===== src/rtl/itt_pkg.sv =====
package itt_pkg;

    typedef enum logic {
        ST_ARMED   = 1'b0,
        ST_PENDING = 1'b1
    } itt_state_e;

    // Restoring unsigned divider, unrolled over 16 quotient bits.
    function automatic logic [15:0] udiv16(input logic [15:0] num,
                                           input logic [15:0] den);
        logic [16:0] rem;
        logic [15:0] quo;
        rem = '0;
        quo = '0;
        for (int i = 15; i >= 0; i--) begin
            rem = {rem[15:0], num[i]};
            if (rem >= {1'b0, den}) begin
                rem    = rem - {1'b0, den};
                quo[i] = 1'b1;
            end
        end
        return quo;
    endfunction

    // Strobes per period: base / truncated(base / (reload + 1)).
    function automatic logic [15:0] period_of(input logic [15:0] base,
                                              input logic [15:0] reload);
        logic [15:0] rate;
        rate = udiv16(base, reload + 16'd1);
        if (rate == 16'd0) begin
            rate = 16'd1;
        end
        return udiv16(base, rate);
    endfunction

endpackage


===== src/rtl/itt_regif.sv =====
module itt_regif #(
    parameter int ADDR_W     = 12,
    parameter int DATA_W     = 32,
    parameter int RELOAD_W   = 9,
    parameter int RELOAD_OFS = 'h228,
    parameter int COUNT_OFS  = 'h230
) (
    input  logic                reg_wr,
    input  logic                reg_rd,
    input  logic [ADDR_W-1:0]   reg_addr,
    input  logic [DATA_W-1:0]   reg_wdata,
    output logic                load_en,
    output logic [RELOAD_W-1:0] load_val,
    output logic                ack_en,
    output logic [DATA_W-1:0]   reg_rdata
);
    localparam logic [ADDR_W-1:0] RELOAD_A = ADDR_W'(RELOAD_OFS);
    localparam logic [ADDR_W-1:0] COUNT_A  = ADDR_W'(COUNT_OFS);

    logic hit_reload;
    logic hit_count;
    logic unused_bits;

    // Word decode: byte-lane bits do not take part.
    assign hit_reload = reg_addr[ADDR_W-1:2] == RELOAD_A[ADDR_W-1:2];
    assign hit_count  = reg_addr[ADDR_W-1:2] == COUNT_A[ADDR_W-1:2];

    assign load_en  = reg_wr && hit_reload;
    assign load_val = reg_wdata[RELOAD_W-1:0];
    assign ack_en   = reg_rd && hit_count;

    // The count register and every other location read as zero.
    assign reg_rdata = '0;

    assign unused_bits = ^{reg_addr[1:0], reg_wdata[DATA_W-1:RELOAD_W]};

endmodule


===== src/rtl/itt_period.sv =====
module itt_period
    import itt_pkg::*;
#(
    parameter int BASE_HZ  = 1000,
    parameter int RELOAD_W = 9,
    parameter int CNT_W    = 10
) (
    input  logic [RELOAD_W-1:0] reload,
    output logic [CNT_W-1:0]    period
);
    logic [15:0] full;

    always_comb begin
        full   = period_of(16'(BASE_HZ), 16'(reload));
        period = CNT_W'(full);
    end

    // a period is never empty and never longer than the base rate
    always_comb begin
        a_r2_period_range: assert (full >= 16'd1 && full <= 16'(BASE_HZ))
            else $error("period out of range");
    end

endmodule


===== src/rtl/itt_fsm.sv =====
module itt_fsm
    import itt_pkg::*;
#(
    parameter int BASE_HZ  = 1000,
    parameter int RELOAD_W = 9,
    parameter int CNT_W    = 10
) (
    input  logic             clk,
    input  logic             rst_n,
    input  logic             strobe,
    input  logic             restart,
    input  logic             ack,
    input  logic [CNT_W-1:0] new_period,
    output logic             irq
);
    localparam logic [CNT_W-1:0] RESET_PERIOD =
        CNT_W'(period_of(16'(BASE_HZ), 16'd0));

    itt_state_e       state_q, state_d;
    logic [CNT_W-1:0] cnt_q;
    logic [CNT_W-1:0] period_q;
    logic             expire;

    assign expire = strobe && !restart && ((cnt_q + 1'b1) == period_q);

    // Period and strobe counter.
    always_ff @(posedge clk) begin
        if (!rst_n) begin
            cnt_q    <= '0;
            period_q <= RESET_PERIOD;
        end else if (restart) begin
            cnt_q    <= '0;
            period_q <= new_period;
        end else if (strobe) begin
            cnt_q <= expire ? '0 : cnt_q + 1'b1;
        end
    end

    // Next-state logic.
    always_comb begin
        state_d = state_q;
        unique case (state_q)
            ST_ARMED: begin
                if (restart)     state_d = ST_ARMED;    // T_RELOAD
                else if (expire) state_d = ST_PENDING;  // T_EXPIRE
            end
            ST_PENDING: begin
                if (restart)     state_d = ST_ARMED;    // T_RELOAD
                else if (expire) state_d = ST_PENDING;  // T_RETRIGGER
                else if (ack)    state_d = ST_ARMED;    // T_ACK
            end
            default: state_d = ST_ARMED;
        endcase
    end

    // State register.
    always_ff @(posedge clk) begin
        if (!rst_n) state_q <= ST_ARMED;
        else        state_q <= state_d;
    end

    // Outputs.
    always_comb begin
        irq = (state_q == ST_PENDING);
    end

    a_r3_reload_clears: assert property (@(posedge clk) disable iff (!rst_n)
        restart |=> (!irq && cnt_q == '0));

    a_r2_expire_raises: assert property (@(posedge clk) disable iff (!rst_n)
        expire |=> irq);

    a_r4_level_holds: assert property (@(posedge clk) disable iff (!rst_n)
        (irq && !restart && !ack) |=> irq);

    a_r5_ack_lowers: assert property (@(posedge clk) disable iff (!rst_n)
        (ack && !expire && !restart) |=> !irq);

    a_r8_expire_beats_ack: assert property (@(posedge clk) disable iff (!rst_n)
        (ack && expire) |=> irq);

    a_r2_count_bound: assert property (@(posedge clk) disable iff (!rst_n)
        cnt_q < period_q);

endmodule


===== src/rtl/itt_tick_timer.sv =====
module itt_tick_timer #(
    parameter int BASE_HZ    = 1000,
    parameter int RELOAD_W   = 9,
    parameter int ADDR_W     = 12,
    parameter int DATA_W     = 32,
    parameter int RELOAD_OFS = 'h228,
    parameter int COUNT_OFS  = 'h230
) (
    input  logic              clk,
    input  logic              rst_n,
    input  logic              ref_tick,
    input  logic              reg_wr,
    input  logic              reg_rd,
    input  logic [ADDR_W-1:0] reg_addr,
    input  logic [DATA_W-1:0] reg_wdata,
    output logic [DATA_W-1:0] reg_rdata,
    output logic              irq
);
    localparam int CNT_W = $clog2(BASE_HZ + 1);

    logic                load_en;
    logic [RELOAD_W-1:0] load_val;
    logic                ack_en;
    logic [CNT_W-1:0]    new_period;

    itt_regif #(
        .ADDR_W    (ADDR_W),
        .DATA_W    (DATA_W),
        .RELOAD_W  (RELOAD_W),
        .RELOAD_OFS(RELOAD_OFS),
        .COUNT_OFS (COUNT_OFS)
    ) regif_i (
        .reg_wr   (reg_wr),
        .reg_rd   (reg_rd),
        .reg_addr (reg_addr),
        .reg_wdata(reg_wdata),
        .load_en  (load_en),
        .load_val (load_val),
        .ack_en   (ack_en),
        .reg_rdata(reg_rdata)
    );

    itt_period #(
        .BASE_HZ (BASE_HZ),
        .RELOAD_W(RELOAD_W),
        .CNT_W   (CNT_W)
    ) period_i (
        .reload(load_val),
        .period(new_period)
    );

    itt_fsm #(
        .BASE_HZ (BASE_HZ),
        .RELOAD_W(RELOAD_W),
        .CNT_W   (CNT_W)
    ) fsm_i (
        .clk       (clk),
        .rst_n     (rst_n),
        .strobe    (ref_tick),
        .restart   (load_en),
        .ack       (ack_en),
        .new_period(new_period),
        .irq       (irq)
    );

    // every read returns zero
    a_r5_read_zero: assert property (@(posedge clk) disable iff (!rst_n)
        reg_rd |-> (reg_rdata == '0));

endmodule


===== config.mk =====
export PLATFORM = sky130hd
export DESIGN_NAME = itt_tick_timer
export DESIGN_NICKNAME = d
export VERILOG_FILES = /design/src/rtl/itt_pkg.sv /design/src/rtl/itt_regif.sv /design/src/rtl/itt_period.sv /design/src/rtl/itt_fsm.sv /design/src/rtl/itt_tick_timer.sv
export SDC_FILE = /design/constraint.sdc
export NUM_CORES = 1
export LEC_CHECK = 0
export ABC_AREA = 1
export BUFFER_PORTS_ARGS = -buffer_cell sky130_fd_sc_hd__clkbuf_2
export CAP_MARGIN = 15
export CORE_ASPECT_RATIO = 2
export CORE_UTILIZATION = 55
export CTS_CLUSTER_DIAMETER = 40
export DETAILED_ROUTE_END_ITERATION = 12
export PLACE_DENSITY = 0.72
export SLEW_MARGIN = 20
export SYNTH_ARGS = -nofsm -noshare
export SYNTH_HDL_FRONTEND = slang
export SYNTH_SLANG_ARGS = --single-unit

===== constraint.sdc =====
create_clock -name clk -period 159.4 [get_ports clk]
set_input_delay 47.82 -clock clk [delete_from_list [all_inputs] [get_ports clk]]
set_output_delay 47.82 -clock clk [all_outputs]
set_load 0.05 [all_outputs]

### Yosys cells after proc, flatten, opt, wreduce, memory -nomap -nowiden

Index checks and enable logic that the tools add are counted.

| word-level totals | value |
|---|---|
| input bits | 49 |
| output and inout bits | 33 |
| register bits | 21 |
| word-level logic and storage cells | 143 |

| operators by class | value |
|---|---|
| bitwise gates (word level) | 2 |
| equality and inequality tests | 3 |
| add/subtract/negate cells | 32 |
| multiplexer cells | 64 |
| magnitude comparators | 32 |
| reductions and logical operators | 7 |

Operators with widths:

| operator | number |
|---|---|
| 16-bit 2-to-1 mux | 31 |
| 16-bit subtractor | 28 |
| 17-bit by 16-bit >= comparator with 1-bit output | 16 |
| 17-bit by 10-bit >= comparator with 1-bit output | 14 |
| 1-bit by 16-bit >= comparator with 1-bit output, first input constant | 2 |
| 1-bit by 16-bit subtractor with 16-bit output, first input constant | 2 |
| 1-bit 2-to-1 mux | 31 |
| 10-bit by 8-bit == test with 1-bit output, second input constant | 2 |
| 16-bit logical NOT | 1 |
| 10-bit by 1-bit adder with 10-bit output, second input constant | 1 |
| 9-bit by 1-bit adder with 10-bit output, second input constant | 1 |
| 10-bit == test | 1 |
| 10-bit 2-to-1 mux | 1 |
| 1-bit logical AND | 4 |
| 1-bit NOT | 2 |
| 1-bit one-hot mux with 2 select lines | 1 |
| 2-bit OR reduction | 1 |
| 1-bit logical NOT | 1 |

### Logic depth before layout (Yosys ltp)

| logic depth | value |
|---|---|
| word-level depth | 67 |
| mapped depth | 541 |
| mapped depth without buffers | 501 |

### Hierarchy

A second synthesis with hierarchy kept.

| unflattened totals | value |
|---|---|
| cell total of the unflattened synthesis | 4194 |
| area total of the unflattened synthesis | 25816.0 sq um |

By module, submodules not included:

| module | area each (sq um) | instances | cells each | seq. area each (sq um) |
|---|---|---|---|---|
| itt_period | 24227.0 | 1 | 3943 | 0.0 |
| itt_fsm | 1193.6 | 1 | 188 | 420.4 |
| itt_regif | 395.4 | 1 | 63 | 0.0 |

### Worst setup path after synthesis

No wires, ideal clock.

| timing | value |
|---|---|
| kind | input to register |
| start point | input port reg_wdata[0] |
| end point | register fsm_i.period_q[0] |
| stages on the path | 516 |
| library setup time | 0.109 ns |
| path buffers | 40 |
| data arrival time | 120.131 ns |
| setup slack | 39.160 ns |
| data required time | 159.291 ns |
| path through | ha_1 or2_1 nand2_1 inv_1 nor2_4 nand3_2 nand3_4 inv_1 ha_1 nand2_1 inv_1 a21oi_1 o311ai_1 clkinv_2 nand3_4 buf_6 inv_1 nor2_1 [... 480 more ...] o21ai_0 a21boi_0 nand3_4 inv_6 buf_12 o21ai_2 ha_1 a21oi_1 o221ai_1 inv_1 o221ai_1 nand2_1 o311a_1 o21ai_0 a21oi_1 nand3_1 nand2_1 inv_1 |

| between the ends | value |
|---|---|
| longest elaborated chain between the ends | 67 |
| elaborated cells between the ends (all ways) | 112 |
| classes of those cells | 31 x add/sub; 32 x order compare; 48 x mux; 1 x reduce/logical |

RTL lines:

| element | line | RTL |
|---|---|---|
| from (decl) | itt_tick_timer.sv:15 | `input logic [DATA_W-1:0] reg_wdata,` |
| 9-bit by 1-bit adder with 10-bit output * | itt_pkg.sv:29 | `rate = udiv16(base, reload + 16'd1);` |
| 1-bit by 16-bit subtractor with 16-bit output or 1-bit by 16-bit >= comparator with 1-bit output (tied branches) | itt_pkg.sv:18, itt_pkg.sv:17 |  |
| 16-bit 2-to-1 mux | itt_pkg.sv:17 | `if (rem >= {1'b0, den}) begin` |
| 16-bit subtractor or 17-bit by 10-bit >= comparator with 1-bit output (tied branches) | itt_pkg.sv:18, itt_pkg.sv:17 |  |
| 16-bit 2-to-1 mux | itt_pkg.sv:17 |  |
| 16-bit subtractor or 17-bit by 10-bit >= comparator with 1-bit output (tied branches) | itt_pkg.sv:18, itt_pkg.sv:17 |  |
| 16-bit 2-to-1 mux | itt_pkg.sv:17 |  |
| 16-bit subtractor or 17-bit by 10-bit >= comparator with 1-bit output (tied branches) | itt_pkg.sv:18, itt_pkg.sv:17 |  |
| [... 51 more ...] | n/a |  |
| 16-bit subtractor or 17-bit by 16-bit >= comparator with 1-bit output (tied branches) | itt_pkg.sv:18, itt_pkg.sv:17 |  |
| 16-bit 2-to-1 mux | itt_pkg.sv:17 |  |
| 16-bit subtractor or 17-bit by 16-bit >= comparator with 1-bit output (tied branches) | itt_pkg.sv:18, itt_pkg.sv:17 |  |
| 16-bit 2-to-1 mux | itt_pkg.sv:17 |  |
| 16-bit subtractor or 17-bit by 16-bit >= comparator with 1-bit output (tied branches) | itt_pkg.sv:18, itt_pkg.sv:17 |  |
| 16-bit 2-to-1 mux | itt_pkg.sv:17 |  |
| 17-bit by 16-bit >= comparator with 1-bit output * | itt_pkg.sv:17 |  |
| 1-bit 2-to-1 mux * | itt_pkg.sv:17 |  |
| to (signal assigned) | itt_fsm.sv:33 | `period_q <= new_period;` |
| to (decl) | itt_fsm.sv:21 | `logic [CNT_W-1:0] period_q;` |

Mark *: on every way between the ends. The rest lies on a longest branch, timed or not.
A chain may end at the register's enable or synchronous reset.

### Final worst setup path

Ends and elaborated chain as after synthesis.

==> out/qor.yml <==
cts-resized-gates: 0
max_freq_mhz: 7.44
grt_pass1_wl_um: 122000
clockRootBuffer: "clkbuf_16"
tightest_slew_ns: 1.07
area_delta_synth_final_pct: 1.40
place_inst: 4721
syn_area_mm2: 0.0259
num_io_pins: 82
groute.usage.overall_pct: 31.5
timing.final.max_slew_violations: 0
worst-path-max-fanout: 39
synth_flop_cell: "dfxtp_1"
place.gp.congestion: 0.942
critPathMaxStageDelay_ns: 0.81
worst_slack_ns: 25.04
hold_viol_final: 0
path_class: "in -> reg"
n_antenna_cell: 0
grt_pass1_vias: 26800
drive_gt1_share_pct: 13.8
yosys.area.top_type: "ha_1"
drt-total-wl_um: 76000
r2r-start: "fsm_i.cnt_q[0]"
setup_violations: 0
cts_buffers: 3
initial_core_util_pct: 55.6
synthDominantCellAreaShare_pct: 17.7
crit_slowest_cell: "nor2_4"
clockBufferDepth: 2
worstPathRequired_ns: 159.56
rsz0062_at_grt: "false"
layout.cells.non_filler: 4725
cts_tree: "yes"
dp_hpwl_um: 64100
preCtsSetupSlack_ns: 25.47
overflow: 0
skew_ns: 0.00500
wire_per_inst_um: 16.1
relSlewSlack_pct: 28.5
antenna_found_initial: 0
vias: 26700
r2r_cells: 12
status: "complete, no violations"
drt-pass1-iter-count: 5
cap_viol_max_count: 0
min_period_ns: 134.36
avgSynthCellArea_um2: 6.30
die_w_um: 155
die_y_um: 309
async_flop_share_pct: 0
r2r-end: "fsm_i.cnt_q[4]"
dieArea_mm2: 0.0480
critPathLaunchType: "input port"
fill_cells: 4875
synthCells: 4108
num_rows: 112
ant_nets: 0
synthTopCellsByArea: "ha_1 (18%), nand2_1 (13%), inv_1 (7.0%)"
worst_ep_arrival_time_ns: 134.52
min_from: "fsm_i.irq"
grt_max_degree: 40
min_to: "fsm_i.irq"
first_iter_violations: 914
fin_nets: 4526
yosys_warnings: 0
htree_levels: 1
cts.sinks: 21
tns_ns: 0
clkTransAtPathRegs_ns: 0.06
worstSetupEndpointType: "register"
drc: 0
crit_family: "compound AO/OA/AOI/OAI gates"
cts_setup_buffers: 0
vias_per_cell: 5.65
crit_top_cell: "a21oi_1"
whs_path_depth: 1
core_area_mm2: 0.0465
synth-seq-area-share_pct: 1.62
insertion_delay_ns: 0.26
cts_hold_buf: 0
ys_types: 84
cp_num_buf_inv: 55
io_buffers: 24
synth_edf_count: 0
hp-class: "reg -> reg"
period_share_pct: 84.3
synth-seq-cells: 21
reg2reg_slack_ns: 156.82
## registers in the layout (all words and copies together), names as in the netlist
register and flops:
fsm_i.cnt_q 10, fsm_i.irq 1, fsm_i.period_q 10
## worst reg2reg max path: stages, from the launching register on
cell and delay [ns]:
dfxtp_1 0.45, ha_1 0.25, nand4_1 0.18, nor2_1 0.14, nand2_1 0.08, nor2_1 0.15
xor2_1 0.26, xor2_1 0.18, nor3_1 0.06, nand4_1 0.13, and2_1 0.36, nand3_1 0.12
a21oi_1 0.13
## cell type report
| type | count | area, um2 | share of cell area [%] |
|---|---|---|---|
| Sequential cell | 21 | 420 | 1.60 |
| Inverter | 549 | 2190 | 8.33 |
| Timing Repair Buffer | 44 | 270 | 1.03 |
| Clock buffer | 3 | 75.1 | 0.286 |
| Clock inverter | 1 | 5.00 | 0.0191 |
| Multi-Input combinational cell | 3480 | 22500 | 85.7 |
| Tap cell | 627 | 785 | 2.99 |
## metrics by stage
stage          instance area, um2  hold slack [ns]  util [%]
2_1_floorplan               26000            0.445         -
3_3_place_gp                26200            0.454      56.2
3_5_place_dp                26200            0.463      56.2
4_1_cts                     26200            0.470      56.4
5_1_grt                     26200            0.493      56.4
6_report                    26200            0.469      56.4
## kinds of logic after synthesis
family,after synthesis,share of synthesized area (%)
xor gates and xnor gates,322,10.9
buffers and inverters,649,12.1
other,1,0.0145
adders and majority gates,378,18.6
and+or+nand+nor,1875,37.6
DFF,21,1.62
AOI/OAI and AO/OA,862,19.1
## synth_stat cells, drive strengths merged (21+ instances only)
library cell  instances
a21oi               345
buf                  78
clkbuf               21
dfxtp                21
ha                  366
inv                 527
nand2              1127
nand3               293
nand4                72
nor2                294
nor3                 38
o21ai               381
o21bai               49
xnor2               139
xor2                183
## layout by cell type, fill, tap and decap left out, types with 55 or more instances in the layout
master,n
a21oi_1,337
ha_1,366
inv_1,485
nand2_1,907
nand2_2,166
nand3_1,213
nand3_2,55
nand4_1,65
nor2_1,224
o21ai_0,281
xnor2_1,139
xor2_1,181
## layer usage
metal,vias up,track usage [%],wire length (um)
li1,13600,-,-
met5,-,0,0
met1,12100,24.1,23600
met2,575,65.6,42200
met4,0,31.1,8410
met3,396,2.33,1740
## how the worst max path moves through the flow
stage / start / endpoint / depth (start not counted)
2_1_floorplan: reg_wdata[0] / fsm_i.period_q[0] / 516
3_3_place_gp: reg_wdata[0] / fsm_i.period_q[0] / 480
3_5_place_dp: reg_wdata[0] / fsm_i.period_q[0] / 483
4_1_cts: reg_wdata[0] / fsm_i.period_q[0] / 483
5_1_grt: reg_wdata[0] / fsm_i.period_q[0] / 484
6_report: reg_wdata[0] / fsm_i.period_q[0] / 480
Power is left out: the tool's default activity adds up to more than one toggle a clock period on the data nets, which glitch-free logic cannot reach.
